File: src/rtl/cmp_irq_pkg.sv
package cmp_irq_pkg;
  localparam int unsigned DATA_W    = 32;
  localparam int unsigned TB_W      = 64;
  localparam int unsigned STEP_W    = 32;
  localparam int unsigned REG_AW    = 5;
  localparam int unsigned MAX_CORES = 8;
  localparam int unsigned CORE_W    = $clog2(MAX_CORES);
  localparam int unsigned BANK_N    = 3;

  // control bit positions (banked bits sit at 3:1)
  localparam int unsigned CB_CMP_EN = 1;
  localparam int unsigned CB_IRQ_EN = 2;
  localparam int unsigned CB_AUTO   = 3;

  // register byte offsets
  localparam logic [REG_AW-1:0] OFS_CTRL  = 5'h08;
  localparam logic [REG_AW-1:0] OFS_STAT  = 5'h0C;
  localparam logic [REG_AW-1:0] OFS_CMPLO = 5'h10;
  localparam logic [REG_AW-1:0] OFS_CMPHI = 5'h14;
  localparam logic [REG_AW-1:0] OFS_STEP  = 5'h18;

  typedef struct packed {
    logic [BANK_N-1:0] bank;    // [0]=cmp_en [1]=irq_en [2]=auto
    logic              status;
    logic [TB_W-1:0]   cmp;
    logic [STEP_W-1:0] step;
  } slot_view_t;
endpackage

File: src/rtl/cmp_core_slot.sv
module cmp_core_slot
  import cmp_irq_pkg::*;
(
  input  logic              clk,
  input  logic              rst_n,
  input  logic              glb_en,
  input  logic [TB_W-1:0]   timebase,
  input  logic              wr_sel,
  input  logic [REG_AW-1:0] wr_addr,
  input  logic [DATA_W-1:0] wr_data,
  output slot_view_t        view,
  output logic              irq
);
  localparam int unsigned HALF = TB_W / 2;

  logic [BANK_N-1:0] bank_q;
  logic              status_q;
  logic [TB_W-1:0]   cmp_q;
  logic [STEP_W-1:0] step_q;

  logic ctrl_hit, clr_hit, lo_hit, hi_hit, step_hit;
  logic cmp_en, irq_en, auto_en, fire;

  always_comb begin
    ctrl_hit = wr_sel && (wr_addr == OFS_CTRL);
    clr_hit  = wr_sel && (wr_addr == OFS_STAT) && wr_data[0];
    lo_hit   = wr_sel && (wr_addr == OFS_CMPLO);
    hi_hit   = wr_sel && (wr_addr == OFS_CMPHI);
    step_hit = wr_sel && (wr_addr == OFS_STEP);
    cmp_en   = bank_q[CB_CMP_EN-1];
    irq_en   = bank_q[CB_IRQ_EN-1];
    auto_en  = bank_q[CB_AUTO-1];
    fire     = glb_en && cmp_en && (timebase >= cmp_q);
  end

  always_ff @(posedge clk) begin
    if (!rst_n) begin
      bank_q   <= '0;
      status_q <= 1'b0;
      cmp_q    <= '0;
      step_q   <= '0;
    end else begin
      if (ctrl_hit) bank_q <= wr_data[CB_AUTO:CB_CMP_EN];
      if (step_hit) step_q <= wr_data[STEP_W-1:0];
      // event beats a same-cycle clear
      if (fire)         status_q <= 1'b1;
      else if (clr_hit) status_q <= 1'b0;
      // software write beats a same-cycle advance step
      if (lo_hit)                cmp_q[HALF-1:0]    <= wr_data;
      else if (hi_hit)           cmp_q[TB_W-1:HALF] <= wr_data;
      else if (fire && auto_en)  cmp_q <= cmp_q + {{(TB_W-STEP_W){1'b0}}, step_q};
    end
  end

  assign view = '{bank: bank_q, status: status_q, cmp: cmp_q, step: step_q};
  assign irq  = status_q && irq_en;
endmodule

File: src/rtl/cmp_read_mux.sv
module cmp_read_mux
  import cmp_irq_pkg::*;
#(
  parameter int unsigned NUM_CORES = 4
) (
  input  logic              clk,
  input  logic              rst_n,
  input  logic              rd_en,
  input  logic [CORE_W-1:0] rd_core,
  input  logic [REG_AW-1:0] rd_addr,
  input  logic [DATA_W-1:0] shared_ctrl,
  input  slot_view_t        views [NUM_CORES],
  output logic [DATA_W-1:0] rd_data,
  output logic              rd_valid
);
  localparam int unsigned HALF = TB_W / 2;

  slot_view_t        sel;
  logic              sel_ok;
  logic [DATA_W-1:0] word;

  always_comb begin
    sel    = '0;
    sel_ok = 1'b0;
    for (int i = 0; i < NUM_CORES; i++) begin
      if (rd_core == CORE_W'(i)) begin
        sel    = views[i];
        sel_ok = 1'b1;
      end
    end
    word = '0;
    if (sel_ok) begin
      unique case (rd_addr)
        OFS_CTRL: begin
          word = shared_ctrl;
          word[CB_AUTO:CB_CMP_EN] = shared_ctrl[CB_AUTO:CB_CMP_EN] | sel.bank;
        end
        OFS_STAT:  word = {{(DATA_W-1){1'b0}}, sel.status};
        OFS_CMPLO: word = sel.cmp[HALF-1:0];
        OFS_CMPHI: word = sel.cmp[TB_W-1:HALF];
        OFS_STEP:  word = sel.step;
        default:   word = '0;
      endcase
    end
  end

  always_ff @(posedge clk) begin
    if (!rst_n) begin
      rd_data  <= '0;
      rd_valid <= 1'b0;
    end else begin
      rd_valid <= rd_en;
      rd_data  <= rd_en ? word : '0;
    end
  end
endmodule

File: src/rtl/cmp_irq_unit.sv
module cmp_irq_unit
  import cmp_irq_pkg::*;
#(
  parameter int unsigned NUM_CORES = 4
) (
  input  logic                 clk,
  input  logic                 rst_n,
  input  logic [TB_W-1:0]      timebase,
  input  logic [DATA_W-1:0]    shared_ctrl,
  input  logic                 wr_en,
  input  logic [CORE_W-1:0]    wr_core,
  input  logic [REG_AW-1:0]    wr_addr,
  input  logic [DATA_W-1:0]    wr_data,
  input  logic                 rd_en,
  input  logic [CORE_W-1:0]    rd_core,
  input  logic [REG_AW-1:0]    rd_addr,
  output logic [DATA_W-1:0]    rd_data,
  output logic                 rd_valid,
  output logic [NUM_CORES-1:0] irq
);
  localparam int unsigned GLB_BIT = 0;

  slot_view_t views [NUM_CORES];

  for (genvar g = 0; g < NUM_CORES; g++) begin : g_slot
    logic sel_w;
    assign sel_w = wr_en && (wr_core == CORE_W'(g));
    cmp_core_slot u_slot (
      .clk      (clk),
      .rst_n    (rst_n),
      .glb_en   (shared_ctrl[GLB_BIT]),
      .timebase (timebase),
      .wr_sel   (sel_w),
      .wr_addr  (wr_addr),
      .wr_data  (wr_data),
      .view     (views[g]),
      .irq      (irq[g])
    );
  end

  cmp_read_mux #(.NUM_CORES(NUM_CORES)) u_rdmux (
    .clk         (clk),
    .rst_n       (rst_n),
    .rd_en       (rd_en),
    .rd_core     (rd_core),
    .rd_addr     (rd_addr),
    .shared_ctrl (shared_ctrl),
    .views       (views),
    .rd_data     (rd_data),
    .rd_valid    (rd_valid)
  );
endmodule

File: config.mk
export PLATFORM = sky130hd
export DESIGN_NAME = cmp_irq_unit
export DESIGN_NICKNAME = d
export VERILOG_FILES = /design/src/rtl/cmp_irq_pkg.sv /design/src/rtl/cmp_core_slot.sv /design/src/rtl/cmp_read_mux.sv /design/src/rtl/cmp_irq_unit.sv
export SDC_FILE = /design/constraint.sdc
export NUM_CORES = 2
export LEC_CHECK = 0
export ABC_AREA = 0
export BUFFER_PORTS_ARGS = -buffer_cell sky130_fd_sc_hd__buf_2
export CORE_UTILIZATION = 50
export CTS_BUF_LIST = sky130_fd_sc_hd__clkbuf_8 sky130_fd_sc_hd__clkbuf_16
export CTS_CLUSTER_SIZE = 16
export DETAILED_ROUTE_END_ITERATION = 12
export PLACE_DENSITY = 0.7
export SYNTH_ARGS = -nofsm -noshare
export SYNTH_HDL_FRONTEND = slang
export SYNTH_SLANG_ARGS = --single-unit
export TNS_END_PERCENT = 100
File: constraint.sdc
create_clock -name clk -period 3 [get_ports clk]
set_input_delay 0 -clock clk [delete_from_list [all_inputs] [get_ports clk]]
set_output_delay 0 -clock clk [all_outputs]
set_load 0.02 [all_outputs]
==> impl_metrics.yaml <==
power:
  power_frac_comb_pct: 15.8
  clock_power_share_pct: 46.3
  int_power_w: 0.0107
  power_frac_seq_pct: 38.0
  netSwitchingPower_w: 0.00458
  total_leakage_power_nw: 20.4
  power.ir.vdd_worst_v: 0.000513
  switching_share_of_power_pct: 30.0
  power_density_cells_nw_per_um2: 295
yosys:
  post-synth-top-area-fraction_pct: 24.3
  synth.top_cells.by_area: "sky130_fd_sc_hd__dfxtp_1 24%, sky130_fd_sc_hd__ha_1 13%, sky130_fd_sc_hd__a21oi_1 9.0%"
  postSynthNetCount: 5398
  synth.yosys.seq_area_share_pct: 24.3
  yosys_warnings: 0
  mappedNetlistArea_um2: 35600
  synth-edff-count: 0
  syn-instance-count: 4862
  synth_top_area_cell: "sky130_fd_sc_hd__dfxtp_1"
  avgSynthCellArea_um2: 7.33
  synth_flop_cell: "sky130_fd_sc_hd__dfxtp_1"
  yosys_register_bits: 433
  synthArstFlopShare_pct: 0
  yosys.cell_types.count: 92
sta:
  timing.final.max_slew_violations: 0
  worst_pin_slew_ns: 0.985
  hold_viol_final: 0
  grt_setup_unrepaired: "yes"
  final.hold.worst_slack_ns: 0.0401
  post_route_skew_ns: 0.0293
  post-route-period-util_pct: 114
  max_freq_ghz: 0.292
  finalSetupViolations: 187
  headroom_to_the_max_slew_limit_pct: 34.3
  layout_min_cycle_time_ns: 3.43
  minimum_setup_slack_in_the_final_design_ns: -0.429
clock_tree:
  tritoncts_clock_tree: "yes"
  cts.sinks: 433
  clock_latency_reported_for_the_late_side_of_the_worst_skew_pair_ns: 0.65
  clock_tree.root_cell: "sky130_fd_sc_hd__clkbuf_16"
  cts_buffers: 54
  clk_path_buf_depth: 3
  worst_setup_hold_path_clk_slew_ns: 0.07
  ctsHtreeMaxLevel: 2
hold_path:
  hold-path-endpoint: "g_slot[0].u_slot.status_q"
  worst_hold_startpoint: "wr_core[1]"
  hold-path-cell-count: 4
  worst_hold_path_type: "in -> reg"
critical_path:
  worstPathArrival_ns: 3.97
  reg2reg_slack_ns: -0.43
  worstReg2RegEnd: "g_slot[2].u_slot.cmp_q[55]"
  critical_path.endpoint_type: "register"
  path_class: "reg -> reg"
  critPathRequiredTime_ns: 3.54
  startpoint_type: "register"
  critical_path.reg2reg.startpoint: "g_slot[2].u_slot.cmp_q[2]"
  worstRegToRegCells: 13
  crit_path_max_fanout: 5
final_layout:
  flow.area_growth_from_synthesis_pct: 45.2
  drive_gt1_share_pct: 32.8
  post-route-util_pct: 73.6
  finish.net_count: 6504
detailed_routing:
  avgRoutedWirePerCell_um: 27.9
  drt_pre_antenna_iters: 6
  dr_total_vias: 46000
  avgViaCountPerCell: 6.60
  drc: 0
  drtAntennaViolNets: 0
  dr.first_iter.drc_count: 6883
  drt-total-wl_mm: 195
status:
  failed_checks: "setup timing"
  outcome: "finished, violations left"
floorplanning:
  num_rows: 97
  dieWidth_um: 269
  die_area_um2: 72300
  core_region_um2: 70300
  ios: 185
  die-height_um: 269
  floorplan.initialDensity_pct: 50.7
run:
  drv.max_cap_violation_count: 0
grt:
  grt_start_max_net_pins: 131
  antenna_found_initial: 12
  gr-total-overflow: 0
  wire_length_of_the_first_global_routing_pass_mm: 266
  grt.total_usage_pct: 50.5
  first_global_vias: 40500
placed_design:
  buffer_ports.inserted: 184
  globalplace.congestion: 1.08
  dp_hpwl_mm: 137
==> cell usage after synthesis (all sizes together), types with 16 or more instances <==
| cell | n |
|---|---|
| a21o | 62 |
| o22ai | 44 |
| and4 | 25 |
| nor2b | 51 |
| xor2 | 35 |
| a211oi | 116 |
| and3 | 39 |
| a222oi | 29 |
| o21a | 25 |
| nand2b | 27 |
| clkbuf | 266 |
| a2111oi | 19 |
| ha | 384 |
| nor4 | 24 |
| or2 | 16 |
| a21oi | 647 |
| dfxtp | 433 |
| or3 | 24 |
| nand2 | 557 |
| o2111ai | 20 |
| o31ai | 22 |
| a311oi | 23 |
| a22oi | 39 |
| mux2i | 66 |
| or4 | 22 |
| nand4 | 103 |
| inv | 307 |
| o211ai | 37 |
| a31oi | 72 |
| nand3 | 117 |
| nor2 | 437 |
| a221oi | 46 |
| buf | 35 |
| o221ai | 45 |
| o21ai | 299 |
| nor3 | 59 |
| and2 | 22 |
| xnor2 | 99 |
==> layout by cell type (no fill, tap or decap), types with 53 or more instances in the layout <==
master	instances
sky130_fd_sc_hd__clkbuf_16	61
sky130_fd_sc_hd__ha_4	80
sky130_fd_sc_hd__a21oi_1	576
sky130_fd_sc_hd__a21oi_2	54
sky130_fd_sc_hd__nand3_1	99
sky130_fd_sc_hd__nor3_1	53
sky130_fd_sc_hd__ha_1	297
sky130_fd_sc_hd__buf_2	182
sky130_fd_sc_hd__buf_4	963
sky130_fd_sc_hd__a211oi_1	105
sky130_fd_sc_hd__o21ai_0	244
sky130_fd_sc_hd__dfxtp_2	88
sky130_fd_sc_hd__buf_6	72
sky130_fd_sc_hd__a31oi_1	66
sky130_fd_sc_hd__xnor2_1	93
sky130_fd_sc_hd__mux2i_1	65
sky130_fd_sc_hd__a21o_1	60
sky130_fd_sc_hd__inv_1	263
sky130_fd_sc_hd__nand4_1	103
sky130_fd_sc_hd__nor2_1	399
sky130_fd_sc_hd__dfxtp_1	343
sky130_fd_sc_hd__nand2_1	531
sky130_fd_sc_hd__dlygate4sd3_1	75
==> through the flow <==
step / worst slack, ns / TNS (ns) / instances / cell area (um2) / power, W
final: -0.429 / -26.50 / 6964 / 51700 / 0.0153
after global routing: -0.481 / -41.90 / 6952 / 51700 / 0.0155
after CTS: -0.397 / -9.73 / 6886 / 49600 / 0.0149
after detailed placement: -0.582 / -39.66 / 6630 / 44100 / 0.00792
after floorplan: -0.0649 / -0.316 / 4862 / 35700 / 0.00682
after global placement: -0.496 / -29.65 / 6630 / 44100 / 0.00789
==> worst max path at each step <==
stage,from,end,slack [ns],cells after the start
6_report,g_slot[2].u_slot.cmp_q[2],g_slot[2].u_slot.cmp_q[55],-0.43,13
5_1_grt,g_slot[2].u_slot.cmp_q[30],g_slot[2].u_slot.cmp_q[55],-0.48,13
4_1_cts,g_slot[2].u_slot.cmp_q[10],g_slot[2].u_slot.cmp_q[51],-0.40,11
3_5_place_dp,g_slot[2].u_slot.cmp_q[9],g_slot[2].u_slot.cmp_q[49],-0.58,12
3_3_place_gp,g_slot[2].u_slot.cmp_q[9],g_slot[2].u_slot.cmp_q[49],-0.50,12
2_1_floorplan,g_slot[0].u_slot.cmp_q[0],g_slot[0].u_slot.cmp_q[56],-0.06,12
==> worst max-delay path, cell delays in order, from the launching register on <==
cell	delay, ns
sky130_fd_sc_hd__dfxtp_1	0.39
sky130_fd_sc_hd__buf_4	0.15
sky130_fd_sc_hd__inv_1	0.04
sky130_fd_sc_hd__ha_1	0.28
sky130_fd_sc_hd__nor3_1	0.06
sky130_fd_sc_hd__or4_4	0.43
sky130_fd_sc_hd__o22a_4	0.28
sky130_fd_sc_hd__a21oi_4	0.22
sky130_fd_sc_hd__a2bb2oi_4	0.09
sky130_fd_sc_hd__a2111oi_4	0.33
sky130_fd_sc_hd__nand2_2	0.22
sky130_fd_sc_hd__buf_6	0.18
sky130_fd_sc_hd__or4_4	0.39
sky130_fd_sc_hd__a311oi_1	0.25
==> flip-flops by register name, summed over array words and instances, names as in the netlist <==
| register | count |
|---|---|
| g_slot.u_slot.bank_q | 12 |
| g_slot.u_slot.cmp_q | 256 |
| g_slot.u_slot.status_q | 4 |
| g_slot.u_slot.step_q | 128 |
| u_rdmux.rd_data | 32 |
| u_rdmux.rd_valid | 1 |
==> final cells by class <==
type                            count  area (um2)
Clock buffer                       66        1530
Timing Repair Buffer             1350       10800
Fill cell                        5451       18500
Sequential cell                   433        8790
Clock inverter                     30         308
Multi-Input combinational cell   3822       27900
Inverter                          307        1170
Antenna cell                       16        40.0
Tap cell                          940        1180
==> cells by family after synthesis <==
logic type      synth area share, %
xor+xnor                       3.30
flops                          24.3
compound gates                 29.8
buf+inv                        6.49
fa+ha+maj                      13.7
mux                            2.30
simple gates                   20.1
==> power by group through the flow <==
stage	clock [W]	combinational, W	sequential (W)
finish	0.00707	0.00241	0.00580
global route	0.00722	0.00246	0.00580
CTS	0.00701	0.00213	0.00580
detailed placement	0	0.00199	0.00592
global placement	0	0.00197	0.00592
floorplan	0	0.000886	0.00593
==> layer usage <==
layer  part of all wire [%]  track usage, %
met5                  0.062            1.15
met2                     38            68.2
met4                    7.5            28.6
met3                     16            17.4
met1                     38            68.7
==> repair_timing <==
item	in CTS	in global routing
setup buffers	75	77
gates resized for setup	446	381
endpoints found under the setup margin	251	256
endpoints found under the hold margin	258	0
hold buffers	75	0
pin swaps	210	193
gates cloned	13	6
No activity file was read; power rests on OpenSTA's default activity.
